File: src/rtl/rob_pkg.sv
package rob_pkg;

   // Per-slot status flags held beside the destination tag.
   typedef struct packed {
      logic done;
      logic exc;
      logic spec;
   } rob_stat_t;

   // What the oldest entry does in the current cycle.
   typedef enum logic [1:0] {
      HD_WAIT   = 2'd0,
      HD_RETIRE = 2'd1,
      HD_FLUSH  = 2'd2
   } head_act_e;

   // True when a held entry may leave the buffer normally.
   function automatic logic stat_retirable(input rob_stat_t s);
      return s.done && !s.spec && !s.exc;
   endfunction

   // True when a held entry must trigger a precise flush at the head.
   function automatic logic stat_faulting(input rob_stat_t s);
      return s.done && s.exc && !s.spec;
   endfunction

endpackage

File: src/rtl/rob_entry_array.sv
module rob_entry_array
   import rob_pkg::*;
#(
   parameter int DEPTH  = 8,
   parameter int DEST_W = 6,
   parameter int BTAG_W = 3,
   parameter int IDX_W  = $clog2(DEPTH)
) (
   input  logic                         clk,
   input  logic                         rst_n,
   input  logic                         alloc_we,
   input  logic [IDX_W-1:0]             alloc_idx,
   input  logic [DEST_W-1:0]            alloc_dest,
   input  logic                         alloc_spec,
   input  logic [BTAG_W-1:0]            alloc_btag,
   input  logic                         cmpl_we,
   input  logic [IDX_W-1:0]             cmpl_idx,
   input  logic                         cmpl_exc,
   input  logic                         res_we,
   input  logic [BTAG_W-1:0]            res_tag,
   output logic [DEPTH-1:0][DEST_W-1:0] dest_q,
   output rob_stat_t [DEPTH-1:0]        stat_q
);

   // An allocation that arrives with its own branch already confirmed
   // starts out non-speculative.
   logic alloc_spec_eff;
   assign alloc_spec_eff = alloc_spec && !(res_we && (alloc_btag == res_tag));

   for (genvar g = 0; g < DEPTH; g++) begin : g_slot
      logic [DEST_W-1:0] dest_r;
      logic [BTAG_W-1:0] btag_r;
      rob_stat_t         stat_r;
      logic              hit_alloc;
      logic              hit_cmpl;
      logic              hit_res;

      assign hit_alloc = alloc_we && (alloc_idx == IDX_W'(g));
      assign hit_cmpl  = cmpl_we  && (cmpl_idx  == IDX_W'(g));
      assign hit_res   = res_we   && (btag_r    == res_tag);

      always_ff @(posedge clk or negedge rst_n) begin
         if (!rst_n) begin
            dest_r <= '0;
            btag_r <= '0;
            stat_r <= '0;
         end else if (hit_alloc) begin
            dest_r      <= alloc_dest;
            btag_r      <= alloc_btag;
            stat_r.done <= 1'b0;
            stat_r.exc  <= 1'b0;
            stat_r.spec <= alloc_spec_eff;
         end else begin
            if (hit_cmpl) begin
               stat_r.done <= 1'b1;
               stat_r.exc  <= cmpl_exc;
            end
            if (hit_res) begin
               stat_r.spec <= 1'b0;
            end
         end
      end

      assign dest_q[g] = dest_r;
      assign stat_q[g] = stat_r;
   end

endmodule

File: src/rtl/rob_retire_sel.sv
module rob_retire_sel
   import rob_pkg::*;
#(
   parameter int DEPTH    = 8,
   parameter int DEST_W   = 6,
   parameter int RETIRE_W = 2,
   parameter int IDX_W    = $clog2(DEPTH),
   parameter int CNT_W    = IDX_W + 1
) (
   input  logic [IDX_W-1:0]                head_q,
   input  logic [CNT_W-1:0]                count_q,
   input  logic [CNT_W-1:0]                limit,
   input  logic [DEPTH-1:0][DEST_W-1:0]    dest_q,
   input  rob_stat_t [DEPTH-1:0]           stat_q,
   output logic [RETIRE_W-1:0]             ret_valid,
   output logic [RETIRE_W-1:0][DEST_W-1:0] ret_dest,
   output logic [CNT_W-1:0]                n_ret,
   output head_act_e                       head_act,
   output logic [DEST_W-1:0]               exc_dest
);

   // chain[k] is set when every slot older than k retires this cycle.
   logic [RETIRE_W:0] chain;
   assign chain[0] = 1'b1;

   for (genvar k = 0; k < RETIRE_W; k++) begin : g_port
      logic [IDX_W-1:0] sidx;
      rob_stat_t        st;
      logic             ok;

      assign sidx = head_q + IDX_W'(k);
      assign st   = stat_q[sidx];
      assign ok   = chain[k] && (CNT_W'(k) < limit) && stat_retirable(st);

      assign chain[k+1]   = ok;
      assign ret_valid[k] = ok;
      assign ret_dest[k]  = dest_q[sidx];
   end

   if (RETIRE_W == 1) begin : g_single
      assign n_ret = CNT_W'(ret_valid[0]);
   end else begin : g_multi
      always_comb begin
         n_ret = '0;
         for (int k = 0; k < RETIRE_W; k++) begin
            n_ret = n_ret + CNT_W'(ret_valid[k]);
         end
      end
   end

   rob_stat_t head_st;
   assign head_st  = stat_q[head_q];
   assign exc_dest = dest_q[head_q];

   always_comb begin
      if ((count_q != '0) && stat_faulting(head_st)) begin
         head_act = HD_FLUSH;
      end else if (ret_valid[0]) begin
         head_act = HD_RETIRE;
      end else begin
         head_act = HD_WAIT;
      end
   end

endmodule

File: src/rtl/rob_ptr_ctrl.sv
module rob_ptr_ctrl #(
   parameter int DEPTH = 8,
   parameter int IDX_W = $clog2(DEPTH),
   parameter int CNT_W = IDX_W + 1
) (
   input  logic             clk,
   input  logic             rst_n,
   input  logic             alloc_fire,
   input  logic [CNT_W-1:0] n_ret,
   input  logic             flush,
   input  logic             squash,
   input  logic [IDX_W-1:0] br_idx,
   output logic [IDX_W-1:0] head_q,
   output logic [IDX_W-1:0] tail_q,
   output logic [CNT_W-1:0] count_q,
   output logic [CNT_W-1:0] squash_len
);

   // Entries kept by a squash: oldest through the branch itself.
   logic [IDX_W-1:0] gap;
   assign gap        = br_idx - head_q;
   assign squash_len = CNT_W'(gap) + CNT_W'(1);

   always_ff @(posedge clk or negedge rst_n) begin
      if (!rst_n) begin
         head_q  <= '0;
         tail_q  <= '0;
         count_q <= '0;
      end else if (flush) begin
         tail_q  <= head_q;
         count_q <= '0;
      end else if (squash) begin
         head_q  <= head_q + IDX_W'(n_ret);
         tail_q  <= br_idx + 1'b1;
         count_q <= squash_len - n_ret;
      end else begin
         head_q  <= head_q + IDX_W'(n_ret);
         tail_q  <= tail_q + IDX_W'(alloc_fire);
         count_q <= count_q + CNT_W'(alloc_fire) - n_ret;
      end
   end

endmodule

File: src/rtl/reorder_buf.sv
module reorder_buf
   import rob_pkg::*;
#(
   parameter  int DEPTH    = 8,
   parameter  int DEST_W   = 6,
   parameter  int BTAG_W   = 3,
   parameter  int RETIRE_W = 2,
   localparam int IDX_W    = $clog2(DEPTH),
   localparam int CNT_W    = IDX_W + 1
) (
   input  logic                       clk,
   input  logic                       rst_n,
   input  logic                       alloc_valid,
   input  logic [DEST_W-1:0]          alloc_dest,
   input  logic                       alloc_spec,
   input  logic [BTAG_W-1:0]          alloc_btag,
   output logic                       alloc_ready,
   output logic [IDX_W-1:0]           alloc_idx,
   input  logic                       cmpl_valid,
   input  logic [IDX_W-1:0]           cmpl_idx,
   input  logic                       cmpl_exc,
   input  logic                       br_valid,
   input  logic                       br_mispredict,
   input  logic [IDX_W-1:0]           br_idx,
   input  logic [BTAG_W-1:0]          br_tag,
   output logic [RETIRE_W-1:0]        ret_valid,
   output logic [RETIRE_W*DEST_W-1:0] ret_dest,
   output logic                       flush,
   output logic [DEST_W-1:0]          exc_dest
);

   if (DEPTH < 2 || (DEPTH & (DEPTH - 1)) != 0) begin : g_bad_depth
      $error("reorder_buf: DEPTH must be a power of two of at least 2");
   end
   if (RETIRE_W < 1 || RETIRE_W > DEPTH) begin : g_bad_retire
      $error("reorder_buf: RETIRE_W must lie between 1 and DEPTH");
   end
   if (DEST_W < 1 || BTAG_W < 1) begin : g_bad_width
      $error("reorder_buf: tag widths must be positive");
   end

   logic [IDX_W-1:0]                head_q;
   logic [IDX_W-1:0]                tail_q;
   logic [CNT_W-1:0]                count_q;
   logic [CNT_W-1:0]                squash_len;
   logic [CNT_W-1:0]                retire_limit;
   logic [CNT_W-1:0]                n_ret;
   logic                            squash;
   logic                            alloc_fire;
   logic                            flush_now;
   head_act_e                       head_act;
   logic [DEPTH-1:0][DEST_W-1:0]    dest_q;
   rob_stat_t [DEPTH-1:0]           stat_q;
   logic [RETIRE_W-1:0][DEST_W-1:0] slot_dest;

   assign squash       = br_valid && br_mispredict;
   assign flush_now    = (head_act == HD_FLUSH);
   assign alloc_ready  = (count_q != CNT_W'(DEPTH)) && !flush_now && !squash;
   assign alloc_fire   = alloc_valid && alloc_ready;
   assign alloc_idx    = tail_q;
   // During a squash only entries up to the branch may retire.
   assign retire_limit = squash ? squash_len : count_q;
   assign ret_dest     = slot_dest;
   assign flush        = flush_now;

   rob_entry_array #(
      .DEPTH  (DEPTH),
      .DEST_W (DEST_W),
      .BTAG_W (BTAG_W),
      .IDX_W  (IDX_W)
   ) u_array (
      .clk        (clk),
      .rst_n      (rst_n),
      .alloc_we   (alloc_fire),
      .alloc_idx  (tail_q),
      .alloc_dest (alloc_dest),
      .alloc_spec (alloc_spec),
      .alloc_btag (alloc_btag),
      .cmpl_we    (cmpl_valid),
      .cmpl_idx   (cmpl_idx),
      .cmpl_exc   (cmpl_exc),
      .res_we     (br_valid && !br_mispredict),
      .res_tag    (br_tag),
      .dest_q     (dest_q),
      .stat_q     (stat_q)
   );

   rob_retire_sel #(
      .DEPTH    (DEPTH),
      .DEST_W   (DEST_W),
      .RETIRE_W (RETIRE_W),
      .IDX_W    (IDX_W),
      .CNT_W    (CNT_W)
   ) u_retire (
      .head_q    (head_q),
      .count_q   (count_q),
      .limit     (retire_limit),
      .dest_q    (dest_q),
      .stat_q    (stat_q),
      .ret_valid (ret_valid),
      .ret_dest  (slot_dest),
      .n_ret     (n_ret),
      .head_act  (head_act),
      .exc_dest  (exc_dest)
   );

   rob_ptr_ctrl #(
      .DEPTH (DEPTH),
      .IDX_W (IDX_W),
      .CNT_W (CNT_W)
   ) u_ptr (
      .clk        (clk),
      .rst_n      (rst_n),
      .alloc_fire (alloc_fire),
      .n_ret      (n_ret),
      .flush      (flush_now),
      .squash     (squash),
      .br_idx     (br_idx),
      .head_q     (head_q),
      .tail_q     (tail_q),
      .count_q    (count_q),
      .squash_len (squash_len)
   );

endmodule

File: config.mk
export PLATFORM = sky130hd
export DESIGN_NAME = reorder_buf
export DESIGN_NICKNAME = d
export VERILOG_FILES = /design/src/rtl/rob_pkg.sv /design/src/rtl/rob_entry_array.sv /design/src/rtl/rob_retire_sel.sv /design/src/rtl/rob_ptr_ctrl.sv /design/src/rtl/reorder_buf.sv
export SDC_FILE = /design/constraint.sdc
export NUM_CORES = 1
export LEC_CHECK = 0
export BUFFER_PORTS_ARGS = -buffer_cell sky130_fd_sc_hd__buf_2
export CAP_MARGIN = 20
export CORE_MARGIN = 2
export CORE_UTILIZATION = 31
export CTS_CLUSTER_SIZE = 8
export DETAILED_ROUTE_END_ITERATION = 16
export PLACE_DENSITY_LB_ADDON = 0.12
export SETUP_SLACK_MARGIN = 0.4
export SLEW_MARGIN = 5
export SYNTH_ARGS = -nofsm -noshare
export SYNTH_HDL_FRONTEND = slang
export SYNTH_SLANG_ARGS = --single-unit
File: constraint.sdc
create_clock -name clk -period 5.3 [get_ports clk]
set_input_delay 1.06 -clock clk [delete_from_list [all_inputs] [get_ports clk]]
set_output_delay 1.06 -clock clk [all_outputs]
set_load 0.01 [all_outputs]
==> impl_metrics.toml <==
[critical_path]
cpPeakStageDelay_ns = 0.38
path_buf_inv = 4
crit_chain = "buf_2 > inv_1 > ha_1 > inv_1 > fa_1 > xor2_1 > xnor2_1 > xor2_1 > or3_1 > nor2_1 > a2111oi_2 > ha_1 > ha_1 > inv_1 > ha_1 > fa_1 > xor2_1 > nor2_1 > a211oi_1"
critical_path_required_ns = 5.55
critPathKind = "in -> reg"
rrSetupSlack_ns = 1.09
critPathCaptureType = "register"
start_kind = "input pin"
reg2reg_depth = 13
cp_top_family = "adder cells"
cp_common_cell = "ha_1"
worstPathArrival_ns = 4.75
cpMaxStageDelayCell = "fa_1"
r2r_end = "u_ptr.count_q[2]"
path_max_fanout = 3
r2r-start = "u_ptr.head_q[0]"

[timing]
fin_tns_setup_ns = 0
maxSlewViolCount = 0
period_share_pct = 85.0
finalCriticalPeriod_ns = 4.50
setup_violations = 0
clock_skew_ns = 0.0154
worst_pin_slew_ns = 0.990
finalWorstSetupSlack_ns = 0.796
hold_viol = 0
timing.fmax_mhz = 222
slew_headroom_pct = 33.5
rsz0062_at_grt = "no"

[cts]
cts_buffer_depth = 2
clock_sinks = 106
cts_tree = "yes"
clk_latency_ns = 0.35
root_buffer = "clkbuf_16"
cts_max_level = 3
clk_pin_slew_ns = 0.07
hold_buffers = 0
numCtsBuffers = 9

[global_route]
top_usage_layer = "met2"
met2_usage_pct = 25.0
gr-usage-all-layers_pct = 15.7
grt_max_degree = 68
grt_pass1_wl_um = 24000
grtUsageMet3_pct = 2.57
first_global_vias = 4050
gr-total-overflow = 0
use_met1_pct = 21.7
antenna_found_initial = 0

[drt]
first_pass_iters = 4
route.vias.total = 3854
drtIter0Drc = 164
drc = 0
antenna_left = 0
routed_via_density = 4.88
wl_per_cell_um = 19.0
wl_um = 15000

[layout]
stdcell_count = 789
n_fill_cell = 1900
drive_gt1_share_pct = 34.9
final_core_util_pct = 35.5
nNetsFinal = 567
area_delta_synth_final_pct = 13.3
antenna_cells = 0

[logic_synthesis]
ys_types = 42
synth_edf_count = 0
synth_area_um2 = 6050
synth_cells = 481
ys_seq_elements = 106
synth_commonest_cells = "dfrtp_1, mux2_2, xor2_1, nor2_1, mux4_2"
synth_top_cell_by_area = "dfrtp_1"
synth_ff_type = "dfrtp_1"
synth_async_sr_flop_share_pct = 100
avgSynthCellArea_um2 = 12.6
yosysSeqAreaShare_pct = 43.8
synth_area_leaders = "dfrtp_1, mux2_2, mux4_2"
synth_top_area_share_pct = 43.8
yosysMostFrequentCell = "dfrtp_1"
syn-num-nets = 528
yosys_warnings = 0

[floorplanning]
num_rows = 51
fp.dieArea_um2 = 20700
die_w_um = 144
pin_count = 51
die_h_um = 144
core_area_um2 = 19300
initial_core_util_pct = 31.3

[worst_hold_path]
worst_hold_path.endpoint = "u_array.g_slot[7].btag_r[1]"
holdPathStages = 1
hp-class = "reg -> reg"
min_from = "u_array.g_slot[7].btag_r[1]"

[pwr]
p_sw_share_pct = 39.2
clkPwrFrac_pct = 14.2
p_comb_share_pct = 54.8
p_switching_mw = 1.93
power_density_nw_per_um2 = 716
leakagePower_nw = 2.96
p_int_mw = 2.99
ir_drop_uv = 269
seq_power_share_pct = 31.0

[job]
max-cap-violations = 0

[outcome]
status = "complete, no violations"

[placement]
dp_hpwl_um = 10200
io_buffers = 50
dp_slack_ns = 0.179
gp_congestion = 0.773
place_inst = 774
layer usage:
metal,vias to the layer above,wire (um)
li1,1822,-
met1,1960,7250
met2,55,7100
met3,17,356
met4,0,303
met5,-,0
state kept, by name (all words and copies together), names as in the netlist:
signal,flops
u_ptr.tail_q,3
u_array.g_slot.dest_r,48
u_ptr.head_q,3
u_ptr.count_q,4
u_array.stat_q,24
u_array.g_slot.btag_r,24
stage by stage:
step	hold WS, ns	total power, mW	area, um^2
final	0.505	4.92	6860
after global routing	0.526	5.36	6860
after CTS	0.515	4.99	6860
after detailed placement	0.499	4.27	6550
after global placement	0.481	4.23	6550
after floorplan	0.470	3.55	6050
final cells by class:
| class | instances | area [um^2] | share of cell area (%) |
|---|---|---|---|
| well taps | 265 | 332 | 4.83 |
| repair buffers | 65 | 365 | 5.32 |
| clock buffers | 11 | 253 | 3.68 |
| multi-input cells | 320 | 3140 | 45.8 |
| flip-flops and latches | 106 | 2650 | 38.7 |
| clock inverters | 4 | 51.3 | 0.748 |
| inverters | 18 | 67.6 | 0.985 |
kinds of logic after synthesis:
group / Yosys count / synth area share (%)
AO/OA/AOI/OAI: 45 / 5.06
adder cells (fa/ha/maj): 21 / 4.84
XOR/XNOR: 38 / 5.50
multiplexers: 128 / 28.3
buffers and inverters: 55 / 4.75
AND/OR/NAND/NOR: 88 / 7.71
flip-flops: 106 / 43.8
cells in the final DEF (no fill, tap or decap), types with 5 or more instances in the layout:
cell type  instances
mux2i_1           15
nor3_2             5
ha_1              17
inv_1             18
mux2_1            21
mux2_2            66
buf_4             16
nand2b_1           6
xor2_1            34
mux4_2            26
nor3_1             5
a21oi_1           12
a31oi_1            6
nor2_1            28
o21ai_0            8
nand2_1           17
dfrtp_1          105
o41ai_1            9
nor3b_1            6
buf_2             49
clkbuf_16          9
worst max path at each step:
stage	startpoint	endpoint	slack [ns]	depth (start not counted)
after global routing	br_idx[0]	u_ptr.count_q[3]	0.40	20
after detailed placement	br_idx[0]	u_ptr.count_q[2]	0.18	19
after CTS	br_idx[0]	u_ptr.count_q[3]	0.56	20
final	br_idx[0]	u_ptr.count_q[2]	0.80	19
after floorplan	br_idx[0]	u_ptr.count_q[3]	0.67	19
after global placement	br_idx[0]	u_ptr.count_q[3]	0.40	20
timing repair:
action / 4_1_cts / 5_1_grt
endpoints found under the hold margin: 0 / 0
resized for setup: 0 / 2
endpoints found under the setup margin: 0 / 3
setup buffers: 0 / 0
power by group through the flow:
stage	Sequential, mW	Combinational [mW]	Clock [mW]
after floorplan	1.43	2.12	0
after global placement	1.52	2.71	0
after detailed placement	1.53	2.73	0
after CTS	1.52	2.75	0.724
after global routing	1.58	3.03	0.757
final	1.52	2.69	0.700
worst register-to-register path: stages (launching register included):
cell and delay, ns:
dfrtp_2 0.51, ha_1 0.51, nor4b_1 0.33, a31oi_1 0.11, mux4_2 0.51, a2111oi_2 0.41
ha_1 0.34, ha_1 0.28, inv_1 0.04, ha_1 0.21, fa_1 0.38, xor2_1 0.17
nor2_1 0.06, a211oi_1 0.26
(Power assumes the default switching activity.)
